File: src/rtl/prio_gate_pkg.sv
// Package: shared types and constants for the transfer activation priority gate.
// Assumes 3-bit priority levels and an 8-bit control word.
package prio_gate_pkg;

    localparam int LVL_W = 3;

    // Control word layout; the packing order fixes the bit positions software writes.
    typedef struct packed {
        logic             gate_en;
        logic             auto_set;
        logic [LVL_W-1:0] xfer_lvl;
        logic [LVL_W-1:0] cpu_lvl;
    } ctrl_t;

    localparam int DATA_W = $bits(ctrl_t);

endpackage

File: src/rtl/prio_gate_mask.sv
// Module: maps the CPU interrupt mask onto a CPU priority level.
// Assumes a single mask bit maps to all-ones when set and zero when clear.
module prio_gate_mask
    import prio_gate_pkg::*;
(
    input  logic             mask_sel,
    input  logic             imask_bit,
    input  logic [LVL_W-1:0] imask_lvl,
    output logic [LVL_W-1:0] mask_lvl
);

    // Choose the field directly, or widen the single bit.
    always_comb begin
        if (mask_sel) begin
            mask_lvl = imask_lvl;
        end else begin
            mask_lvl = {LVL_W{imask_bit}};
        end
    end

endmodule

File: src/rtl/prio_gate_regs.sv
// Module: control and per-channel level registers, with CPU level auto-assign.
// Assumes address 0 is the control word and address 1+k is channel k.
// While auto-assign is set, the CPU level is reloaded from the mask every cycle.
module prio_gate_regs
    import prio_gate_pkg::*;
#(
    parameter int NUM_CH = 4,
    parameter int ADDR_W = 3
) (
    input  logic                         clk,
    input  logic                         rst_n,
    input  logic                         cfg_we,
    input  logic [ADDR_W-1:0]            cfg_addr,
    input  logic [DATA_W-1:0]            cfg_wdata,
    input  logic [LVL_W-1:0]             mask_lvl,
    output ctrl_t                        ctrl_q,
    output logic [NUM_CH-1:0][LVL_W-1:0] ch_lvl_q
);

    localparam logic [ADDR_W-1:0] CTRL_ADDR = '0;

    logic  wr_ctrl;
    ctrl_t wr_word;
    logic  auto_nx;

    // Decode a control write and find the auto-assign state after this edge.
    always_comb begin
        wr_ctrl = cfg_we && (cfg_addr == CTRL_ADDR);
        wr_word = ctrl_t'(cfg_wdata);
        auto_nx = wr_ctrl ? wr_word.auto_set : ctrl_q.auto_set;
    end

    // Control word update; the CPU field follows the mask whenever auto-assign is on.
    always_ff @(posedge clk) begin
        if (!rst_n) begin
            ctrl_q <= '0;
        end else begin
            if (wr_ctrl) begin
                ctrl_q.gate_en  <= wr_word.gate_en;
                ctrl_q.auto_set <= wr_word.auto_set;
                ctrl_q.xfer_lvl <= wr_word.xfer_lvl;
            end
            if (auto_nx) begin
                ctrl_q.cpu_lvl <= mask_lvl;
            end else if (wr_ctrl) begin
                ctrl_q.cpu_lvl <= wr_word.cpu_lvl;
            end
        end
    end

    for (genvar k = 0; k < NUM_CH; k++) begin : g_ch
        localparam logic [ADDR_W-1:0] CH_ADDR = ADDR_W'(k + 1);

        // Channel level register, loaded by a write to its own address.
        always_ff @(posedge clk) begin
            if (!rst_n) begin
                ch_lvl_q[k] <= '0;
            end else if (cfg_we && (cfg_addr == CH_ADDR)) begin
                ch_lvl_q[k] <= cfg_wdata[LVL_W-1:0];
            end
        end
    end

endmodule

File: src/rtl/prio_gate_lane.sv
// Module: gating lane for one requester: holds, merges and releases requests.
// Assumes req is one activation per cycle it is high; act is a registered strobe.
module prio_gate_lane
    import prio_gate_pkg::*;
(
    input  logic             clk,
    input  logic             rst_n,
    input  logic             gate_en,
    input  logic [LVL_W-1:0] cpu_lvl,
    input  logic [LVL_W-1:0] own_lvl,
    input  logic             req,
    output logic             held,
    output logic             act,
    output logic             pend
);

    logic want;

    // The lane is held when gating is on and the CPU outranks it.
    always_comb begin
        held = gate_en && (own_lvl < cpu_lvl);
        want = req || pend;
    end

    // Issue a strobe when free, otherwise keep a single merged pending flag.
    always_ff @(posedge clk) begin
        if (!rst_n) begin
            act  <= 1'b0;
            pend <= 1'b0;
        end else begin
            act  <= want && !held;
            pend <= want && held;
        end
    end

endmodule

File: src/rtl/xfer_prio_gate.sv
// Module: top of the transfer activation priority gate.
// Lane 0 serves the transfer controller; lanes 1..NUM_CH serve DMA channels.
// Assumes requests are single-cycle pulses per activation and a synchronous reset.
module xfer_prio_gate
    import prio_gate_pkg::*;
#(
    parameter int NUM_CH = 4,
    parameter int ADDR_W = $clog2(NUM_CH + 1)
) (
    input  logic              clk,
    input  logic              rst_n,
    input  logic              cfg_we,
    input  logic [ADDR_W-1:0] cfg_addr,
    input  logic [DATA_W-1:0] cfg_wdata,
    input  logic              mask_sel,
    input  logic              imask_bit,
    input  logic [LVL_W-1:0]  imask_lvl,
    input  logic              xfer_req,
    input  logic [NUM_CH-1:0] dma_req,
    output logic              xfer_act,
    output logic [NUM_CH-1:0] dma_act,
    output logic [LVL_W-1:0]  cpu_lvl_o
);

    localparam int NUM_LANE = NUM_CH + 1;

    ctrl_t                          ctrl_q;
    logic [NUM_CH-1:0][LVL_W-1:0]   ch_lvl_q;
    logic [LVL_W-1:0]               mask_lvl;
    logic [NUM_LANE-1:0][LVL_W-1:0] lvl_vec;
    logic [NUM_LANE-1:0]            req_vec;
    logic [NUM_LANE-1:0]            act_vec;
    logic [NUM_LANE-1:0]            pend_vec;
    logic [NUM_LANE-1:0]            held_vec;

    prio_gate_mask u_mask (
        .mask_sel  (mask_sel),
        .imask_bit (imask_bit),
        .imask_lvl (imask_lvl),
        .mask_lvl  (mask_lvl)
    );

    prio_gate_regs #(
        .NUM_CH (NUM_CH),
        .ADDR_W (ADDR_W)
    ) u_regs (
        .clk       (clk),
        .rst_n     (rst_n),
        .cfg_we    (cfg_we),
        .cfg_addr  (cfg_addr),
        .cfg_wdata (cfg_wdata),
        .mask_lvl  (mask_lvl),
        .ctrl_q    (ctrl_q),
        .ch_lvl_q  (ch_lvl_q)
    );

    // Gather lane levels and requests into one indexed view.
    always_comb begin
        lvl_vec[0] = ctrl_q.xfer_lvl;
        req_vec[0] = xfer_req;
        for (int k = 0; k < NUM_CH; k++) begin
            lvl_vec[k+1] = ch_lvl_q[k];
            req_vec[k+1] = dma_req[k];
        end
    end

    for (genvar i = 0; i < NUM_LANE; i++) begin : g_lane
        prio_gate_lane u_lane (
            .clk     (clk),
            .rst_n   (rst_n),
            .gate_en (ctrl_q.gate_en),
            .cpu_lvl (ctrl_q.cpu_lvl),
            .own_lvl (lvl_vec[i]),
            .req     (req_vec[i]),
            .held    (held_vec[i]),
            .act     (act_vec[i]),
            .pend    (pend_vec[i])
        );
    end

    // Drive the outputs from the lane strobes and the CPU level register.
    always_comb begin
        xfer_act  = act_vec[0];
        dma_act   = act_vec[NUM_LANE-1:1];
        cpu_lvl_o = ctrl_q.cpu_lvl;
    end

endmodule

File: config.mk
export PLATFORM = sky130hd
export DESIGN_NAME = xfer_prio_gate
export DESIGN_NICKNAME = d
export VERILOG_FILES = /design/src/rtl/prio_gate_pkg.sv /design/src/rtl/prio_gate_mask.sv /design/src/rtl/prio_gate_regs.sv /design/src/rtl/prio_gate_lane.sv /design/src/rtl/xfer_prio_gate.sv
export SDC_FILE = /design/constraint.sdc
export NUM_CORES = 1
export LEC_CHECK = 0
export CORE_MARGIN = 3
export CORE_UTILIZATION = 54
export DETAILED_ROUTE_END_ITERATION = 10
export PLACE_DENSITY = 0.85
export SLEW_MARGIN = 0
export SYNTH_ARGS = -nofsm -noshare
export SYNTH_HDL_FRONTEND = slang
export SYNTH_HIERARCHICAL = 1
export SYNTH_SLANG_ARGS = --single-unit
File: constraint.sdc
create_clock -name clk -period 2.37 [get_ports clk]
set_clock_uncertainty 0.1 [all_clocks]
set_input_delay 0.474 -clock clk [delete_from_list [all_inputs] [get_ports clk]]
set_output_delay 0.474 -clock clk [all_outputs]
set_load 0.01 [all_outputs]
# Word level (Yosys, flattened, before mapping)
# Index checks and enable logic that the tools add are counted.
dict set report totals {
  regBits 30
  latchBits 0
  ramBits 0
  romBits 0
  in_bits 24
  output_inout_bits 8
  memories 0
}
dict set report classes {
  add_sub_neg 0
  mul 0
  div 0
  order_cmp 5
  eq_ne 4
  shift 0
  mux 4
  bitwise_logic 0
  n_reduce_logical 32
}
# operator count
set ops {}
lappend ops {{$logic_and A1 B1 Y1} 20}
lappend ops {{$lt A3 B3 Y1} 5}
lappend ops {{$mux W3} 3}
lappend ops {{$eq A3 B2 Y1 const B} 2}
lappend ops {{$logic_not A1 Y1} 5}
lappend ops {{$logic_or A1 B1 Y1} 5}
lappend ops {{$eq A3 B1 Y1 const B} 1}
lappend ops {{$eq A3 B3 Y1 const B} 1}
lappend ops {{$logic_not A3 Y1} 1}
lappend ops {{$reduce_bool A2 Y1} 1}
lappend ops {{$mux W1} 1}

# Logic depth before layout (Yosys ltp)
# Gate-level depths: netlist of the first run.
dict set report depth {
  depth_word 4
  mapped_depth 5
}

# Modules after synthesis
# The synthesis of the first run kept the hierarchy.
# mod instances cells_per_inst area_per_inst_um2
set by_module_without_submodules {}
lappend by_module_without_submodules {prio_gate_regs 1 80 833.3}
lappend by_module_without_submodules {prio_gate_lane 5 13 125.1}
lappend by_module_without_submodules {prio_gate_mask 1 3 33.8}

# Worst setup path after synthesis of the first run
# No wires, ideal clock.
dict set report synth_timing {
  kind {input-to-reg}
  startpoint {input port cfg_addr[2]}
  endpoint {register u_regs/ctrl_q[0] (netlist name)}
  setup_ns 0.120
  t_arrival_ns 1.302
  path_slack_ns 0.848
  stages 4
  n_path_buf 1
  path_cell_list {nor4b_4 > clkbuf_4 > nor4bb_1 > a211o_1}
}
dict set report synth_between {
  elab_chain_cells 4
  word_cells_on_any_way 5
  cone_classes {2 x mux; 3 x reduce/logical}
}
# item line
set synth_rtl {}
lappend synth_rtl {{from (decl)} xfer_prio_gate.sv:13} ;# input logic [ADDR_W-1:0] cfg_addr,
lappend synth_rtl {{$logic_not A3 Y1 *} prio_gate_regs.sv:28} ;# wr_ctrl = cfg_we && (cfg_addr == CTRL_ADDR);
lappend synth_rtl {{$logic_and A1 B1 Y1 *} prio_gate_regs.sv:28}
lappend synth_rtl {{$mux W1} prio_gate_regs.sv:30} ;# auto_nx = wr_ctrl ? wr_word.auto_set : ctrl_q.auto_set;
lappend synth_rtl {{$mux W3 / $reduce_bool A2 Y1 (equally long branches)} --}
# Mark *: on every way between the ends. The rest lies on a longest branch, timed or not.
# A chain may end at the register's enable or synchronous reset.

# Final worst setup path of the first run
dict set report layout_timing {
  startpoint {register u_regs/ctrl_q[1] (netlist name)}
  endpoint {output port cpu_lvl_o[1]}
}
# item line
set layout_rtl {}
lappend layout_rtl {{to (decl)} xfer_prio_gate.sv:22} ;# output logic [LVL_W-1:0] cpu_lvl_o
# No word-level cell between the ends.

==> results of run 1 <==
## worst max path at each step
stage / from / end / slack [ps]
2_1_floorplan: cfg_addr[2] / u_regs/ctrl_q[0] / 850
3_3_place_gp: cfg_addr[2] / u_regs/ctrl_q[1] / 260
3_5_place_dp: cfg_addr[2] / u_regs/ctrl_q[0] / 150
4_1_cts: u_regs/ctrl_q[1] / cpu_lvl_o[1] / 330
5_1_grt: u_regs/ctrl_q[0] / cpu_lvl_o[0] / 290
6_report: u_regs/ctrl_q[1] / cpu_lvl_o[1] / 330
## cells in the final DEF, fill, tap and decap left out
| cell | synthesis | layout |
|---|---|---|
| and3_1 | 3 | 3 |
| nand2b_1 | 10 | 10 |
| clkbuf_8 | 0 | 1 |
| mux2_2 | 3 | 3 |
| nand3_1 | 6 | 6 |
| clkbuf_4 | 1 | 5 |
| a221oi_2 | 5 | 5 |
| clkbuf_1 | 3 | 1 |
| and4bb_2 | 3 | 3 |
| nor4b_4 | 1 | 1 |
| dfxtp_1 | 30 | 30 |
| mux2i_1 | 11 | 11 |
| inv_1 | 10 | 10 |
| nand4b_1 | 1 | 1 |
| o211a_1 | 5 | 5 |
| a211o_1 | 3 | 3 |
| nor2b_1 | 11 | 11 |
| nor2_1 | 5 | 5 |
| clkinv_2 | 0 | 1 |
| and2_1 | 5 | 5 |
| o21ai_1 | 6 | 6 |
| nor4bb_1 | 3 | 3 |
| clkdlybuf4s50_1 | 0 | 31 |
| nand2_1 | 8 | 8 |
| buf_4 | 0 | 2 |
| ha_1 | 10 | 10 |
| o21ai_0 | 5 | 5 |
## power groups by stage
stage | clock [µW] | sequential, µW | combinational, µW
CTS | 324 | 527 | 137
detailed placement | 0 | 538 | 136
floorplan | 0 | 538 | 59.7
finish | 315 | 527 | 137
global placement | 0 | 538 | 130
global route | 350 | 528 | 149
## per-layer routing
metal	up-vias	routed length, µm
li1	596	-
met1	560	1366
met2	33	1640
met3	8	183
met4	0	72
met5	-	0
## cell families after synthesis
| logic type | after synthesis |
|---|---|
| and+or+nand+nor | 56 |
| DFF | 30 |
| AOI/OAI and AO/OA | 24 |
| buffers and inverters | 14 |
| muxes | 14 |
| adders and majority gates | 10 |
## cell usage after synthesis
library cell,number
mux2i_1,11
nor2b_1,11
and3_1,3
ha_1,10
nand3_1,6
inv_1,10
a221oi_2,5
and4bb_2,3
nand2_1,8
a211o_1,3
o21ai_0,5
nor2_1,5
and2_1,5
nor4bb_1,3
nor4b_4,1
nand2b_1,10
nand4b_1,1
o21ai_1,6
clkbuf_4,1
clkbuf_1,3
o211a_1,5
mux2_2,3
dfxtp_1,30
## through the flow
stage | utilization | cells | instance area [µm²] | total power, µW | setup slack [ps]
after floorplan | - | 148 | 1493 | 597.7 | 848.2
after global placement | 0.7217 | 207 | 1837 | 667.8 | 257.3
after detailed placement | 0.7217 | 207 | 1837 | 674.6 | 151.9
after CTS | 0.7453 | 215 | 1897 | 987.2 | 331.1
after global routing | 0.7453 | 215 | 1897 | 1027 | 288.7
final | 0.7453 | 215 | 1897 | 978.5 | 325.5
## flip-flops by register name, summed over array words and instances, names as in the netlist
register / count
u_regs/ctrl_q: 8
g_lane.u_lane/pend: 5
g_lane.u_lane/act: 5
u_regs/ch_lvl_q: 12
## final cells by class
| type | count | area share |
|---|---|---|
| Multi-Input combinational cell | 104 | 0.4406 |
| Sequential cell | 30 | 0.3166 |
| Timing Repair Buffer | 33 | 0.1715 |
| Clock buffer | 7 | 0.02902 |
| Inverter | 10 | 0.01979 |
| Tap cell | 30 | 0.01979 |
| Clock inverter | 1 | 0.002639 |
==> results.md, run 1 <==
* Status: complete, no violations
* Crit end category: output port
* CP max FO at 7
* Post-CTS Setup Bufs at 0
* Post-Synth XOR/XNOR Area at 0
* Largest net degree at the start of global routing at 26
* Clock Tree Buf Depth at 2
* Die Width at 58.58 µm
* Tcrit/Tclk final at 0.8626
* Final Critical Period at 2044 ps
* Die height at 58.58 µm
* Worst path required time at 1800 ps
* Vias/cell at 5.567
* Footprint of the multi-input gates at 835.8 µm²
* Clock sinks at 30
* Clk pwr share at 0.322
* GR met2 Demand/Resource at 0.3509
* Final setup violation count at 0
* Share of power burned in registers at 0.538
* Quantity of I/O buffers inserted on ports at 31
* Syn Inst Count at 148
* Seq/Total Area, Yosys at 0.4023
* First drt pass iteration count at 4
* Synthesized area at 1493 µm²
* Yosys top cell area share at 0.4023
* Clk slew on worst S/H paths at 90 ps
* Grt ovf at 0
* Top cell family by delay on the critical path: buffers and inverters
* Setup Crit Path Kind: reg -> out
* P_sw at 238.8 µW
* Lkg Pwr at 0.0007525 µW
* Mean Syn Cell Area at 10.09 µm²
* DPL Wire Length at 2421 µm
* Fillers at 184
* Worst min path class: reg -> reg
* Reg2reg start: u_regs/ctrl_q[1]
* DR WL/cell at 15.18 µm
* Pwr dens at 515.8 nW/µm²
* Reg2Reg Capture Point: g_lane[4].u_lane/pend
* Row cnt at 18
* Max_cap viols at 0
* Largest family of logic cells by synthesized area: simple AND/OR/NAND/NOR gates
* Adder-cell share of the synthesized area at 0.08382
* Sw frac at 0.2440
* Yosys warning count at 6
* Hold Vio Cnt, Final at 0
* Layout cells sized above 1 at 0.1135
* Met3 global-route usage at 0.06798
* Global route hottest layer: met2
* Initial core utilization at 0.5865
* Compound-Gate Fraction of Synth Area at 0.1383
* Final nets at 218
* Resize count post-CTS at 0
* Vias at 1197
* Post-Synth Simple-Gate Area at 0.2414
* CP max-delay cell: clkdlybuf4s50_1
* Comb power frac at 0.140
* R2R cell count at 5
* RSZ-0062 raised after global routing: false
* Hold Path Sink: u_regs/ch_lvl_q[3]
* Worst IR Drop VDD at 0.4760 mV
* Slew at the pin closest to its max-slew limit at 428.0 ps
* Critical path data arrival time at 1470 ps
* Yosys cell types at 23
* H-tree depth at 2
* Final Wtd Congestion at 0.7213
* WHS Path Cells at 2
* Critical path, cell by cell: clkdlybuf4s50_1
* Initial antenna violation count at 0
* Root Buffer: clkbuf_4
* Ant diodes at 0
* TritonCTS Buffers at 5
* Die area at 3431 µm²
* Core area at 2545 µm²
* GR Util met1 at 0.2476
* Pint at 739.7 µW
* Clock latency at the later pin of the worst-skew pair at 320 ps
* Sequential Area at 600.6 µm²
* Startpoint types: flop
* Synthesized flop and latch total at 30
* Post-Syn Nets at 182
* CP Buf/Inv Count at 1
* Final Slew Violations at 0
* Mux cell area share after synthesis at 0.09640
* Fmax at 0.4891 GHz
* Cell taking the most area after synthesis: dfxtp_1
* Vias in the first global route at 1158
* DRC violations left at 0
* Final antenna-violating net count at 0
* Post-Route WL at 3263 µm
* Final setup TNS at 0 ps
* IO Pins at 32
* Synth area leaders: dfxtp_1 40%, ha_1 8.4%, mux2i_1 7.4%
* Worst slew margin at 0.7138
* R2R setup slack at 620 ps
* CTS tree: yes
* Hold buffer count at cts at 0
* Initial drt markers at 65
* Hold path start: u_regs/ch_lvl_q[3]
* Hold_ws at 361.2 ps
* Global Route Usage Sum at 0.2091
* First-pass GRT wire length at 5368 µm
* Critical Path Stages at 1
* Layout area overhead at 27.07%
* CP peak stage delay at 610 ps
Note: power is estimated with default switching activity, not from simulation.
==> inputs of run 2 (changes only) <==
- CORE_MARGIN: 3 -> unset
==> results.md, run 2 (synthesized netlist as in run 1, its figures left out) <==
* Share of power burned in registers at 0.537
* Initial core utilization at 0.5865
* Post-Route WL at 3333 µm
* Tcrit/Tclk final at 0.8500
* First-pass GRT wire length at 5209 µm
* DR WL/cell at 15.50 µm
* Clock Tree Buf Depth at 2
* Vias/cell at 5.605
* Worst IR Drop VDD at 0.4532 mV
* Critical path data arrival time at 1440 ps
* Post-CTS Setup Bufs at 0
* Crit end category: output port
* Fmax at 0.4964 GHz
* Root Buffer: clkbuf_4
* Die height at 54.58 µm
* Vias at 1205
* Post-DP Area at 1837 µm²
* CP peak stage delay at 600 ps
* Clk pwr share at 0.322
* Core area at 2545 µm²
* Clk slew on worst S/H paths at 90 ps
* Final Slew Violations at 0
* Placed cell count at 207
* Fillers at 197
* Final Wtd Congestion at 0.7540
* TritonCTS Buffers at 5
* Worst setup startpoint: u_regs/ctrl_q[1]
* CTS tree: yes
* Largest register by flop count: u_regs/ch_lvl_q
* Initial antenna violation count at 0
* Global Route Usage Sum at 0.2610
* Hold Vio Cnt, Final at 0
* Critical path, cell by cell: clkdlybuf4s50_1
* Final Critical Period at 2015 ps
* Comb power frac at 0.140
* CP Buf/Inv Count at 1
* Lkg Pwr at 0.0007525 µW
* Layout Cells excl Fill at 215
* Design Area, Final at 1897 µm²
* Most frequent cells in the layout: 31 x clkdlybuf4s50_1, 30 x dfxtp_1, 11 x mux2i_1, 11 x nor2b_1
* Vias in the first global route at 1203
* P_sw at 241.1 µW
* Die Width at 54.58 µm
* Most common cell after layout, fill and taps aside: clkdlybuf4s50_1
* Pwr dens at 517.1 nW/µm²
* Resize count post-CTS at 0
* Slew at the pin closest to its max-slew limit at 436.8 ps
* Worst path required time at 1800 ps
* Status: complete, no violations
* Clock latency at the later pin of the worst-skew pair at 330 ps
* Row cnt at 18
* Layout area overhead at 27.07%
* Quantity of I/O buffers inserted on ports at 31
* DPL Wire Length at 2489 µm
* Max_cap viols at 0
* Final setup violation count at 0
* Hold buffer count at cts at 0
* Initial drt markers at 24
* First drt pass iteration count at 4
* Top cell family by delay on the critical path: buffers and inverters
* Setup Crit Path Kind: reg -> out
* IO Pins at 32
* CP max FO at 7
* Number of flip-flops in the largest register at 12
* Top Registers: u_regs/ch_lvl_q x12, u_regs/ctrl_q x8
* Sw frac at 0.2458
* Largest net degree at the start of global routing at 26
* Final nets at 218
* Hold path start: u_regs/ch_lvl_q[3]
* CP max-delay cell: clkdlybuf4s50_1
* Final setup TNS at 0 ps
* DRC violations left at 0
* Worst slew margin at 0.7079
* RSZ-0062 raised after global routing: false
* Startpoint types: flop
* Grt ovf at 0
* Final antenna-violating net count at 0
* H-tree depth at 2
* Die area at 2978 µm²
* Ant diodes at 0
* Reg2reg start: u_regs/ctrl_q[2]
* Pint at 739.7 µW
* Worst min path class: reg -> reg
* Clock sinks at 30
* Layout cells sized above 1 at 0.1135
-- run 2: cell counts in the layout (fill, tap and decap cells not counted) --
No cell type changed its count.
-- run 2: metal layers --
layer / up-vias / track usage / share of wire
met4: 0 / 0.1282 / 0.021
met1: 564 / 0.2695 / 0.41
met2: 34 / 0.4817 / 0.53
met5: - / 0 / 0
met3: 9 / 0.06667 / 0.043
li1: 598 / - / -
-- run 2: final timing paths --
check                                to  slack, ps  cells after the start
setup / recovery           cpu_lvl_o[1]        360                      1
hold / removal       u_regs/ch_lvl_q[3]        370                      2
setup reg to reg  g_lane[4].u_lane/pend        590                      5
hold reg to reg      u_regs/ch_lvl_q[3]        370                      2
-- run 2: area by class of cell --
class	instances	area, µm²	share of cell area
multi-input cells	104	835.8	0.4406
flip-flops and latches	30	600.6	0.3166
repair buffers	33	325.3	0.1715
clock buffers	7	55.05	0.02902
inverters	10	37.54	0.01979
well taps	30	37.54	0.01979
clock inverters	1	5.005	0.002639
-- run 2: power groups by stage --
stage | logic [µW] | clock network [µW] | registers (µW)
2_1_floorplan | 59.7 | 0 | 538
3_3_place_gp | 130 | 0 | 538
3_5_place_dp | 137 | 0 | 539
4_1_cts | 138 | 324 | 527
5_1_grt | 150 | 344 | 529
6_report | 138 | 316 | 527
-- run 2: stage by stage --
step / hold slack, ps / power, µW / util / worst slack [ps]
3_3_place_gp: 336.0 / 667.5 / 0.7217 / 262.2
3_5_place_dp: 348.9 / 675.4 / 0.7217 / 159.3
4_1_cts: 361.3 / 988.6 / 0.7453 / 333.7
2_1_floorplan: 323.3 / 597.7 / - / 848.2
6_report: 365.5 / 980.8 / 0.7453 / 355.4
5_1_grt: 383.6 / 1022 / 0.7453 / 291.2
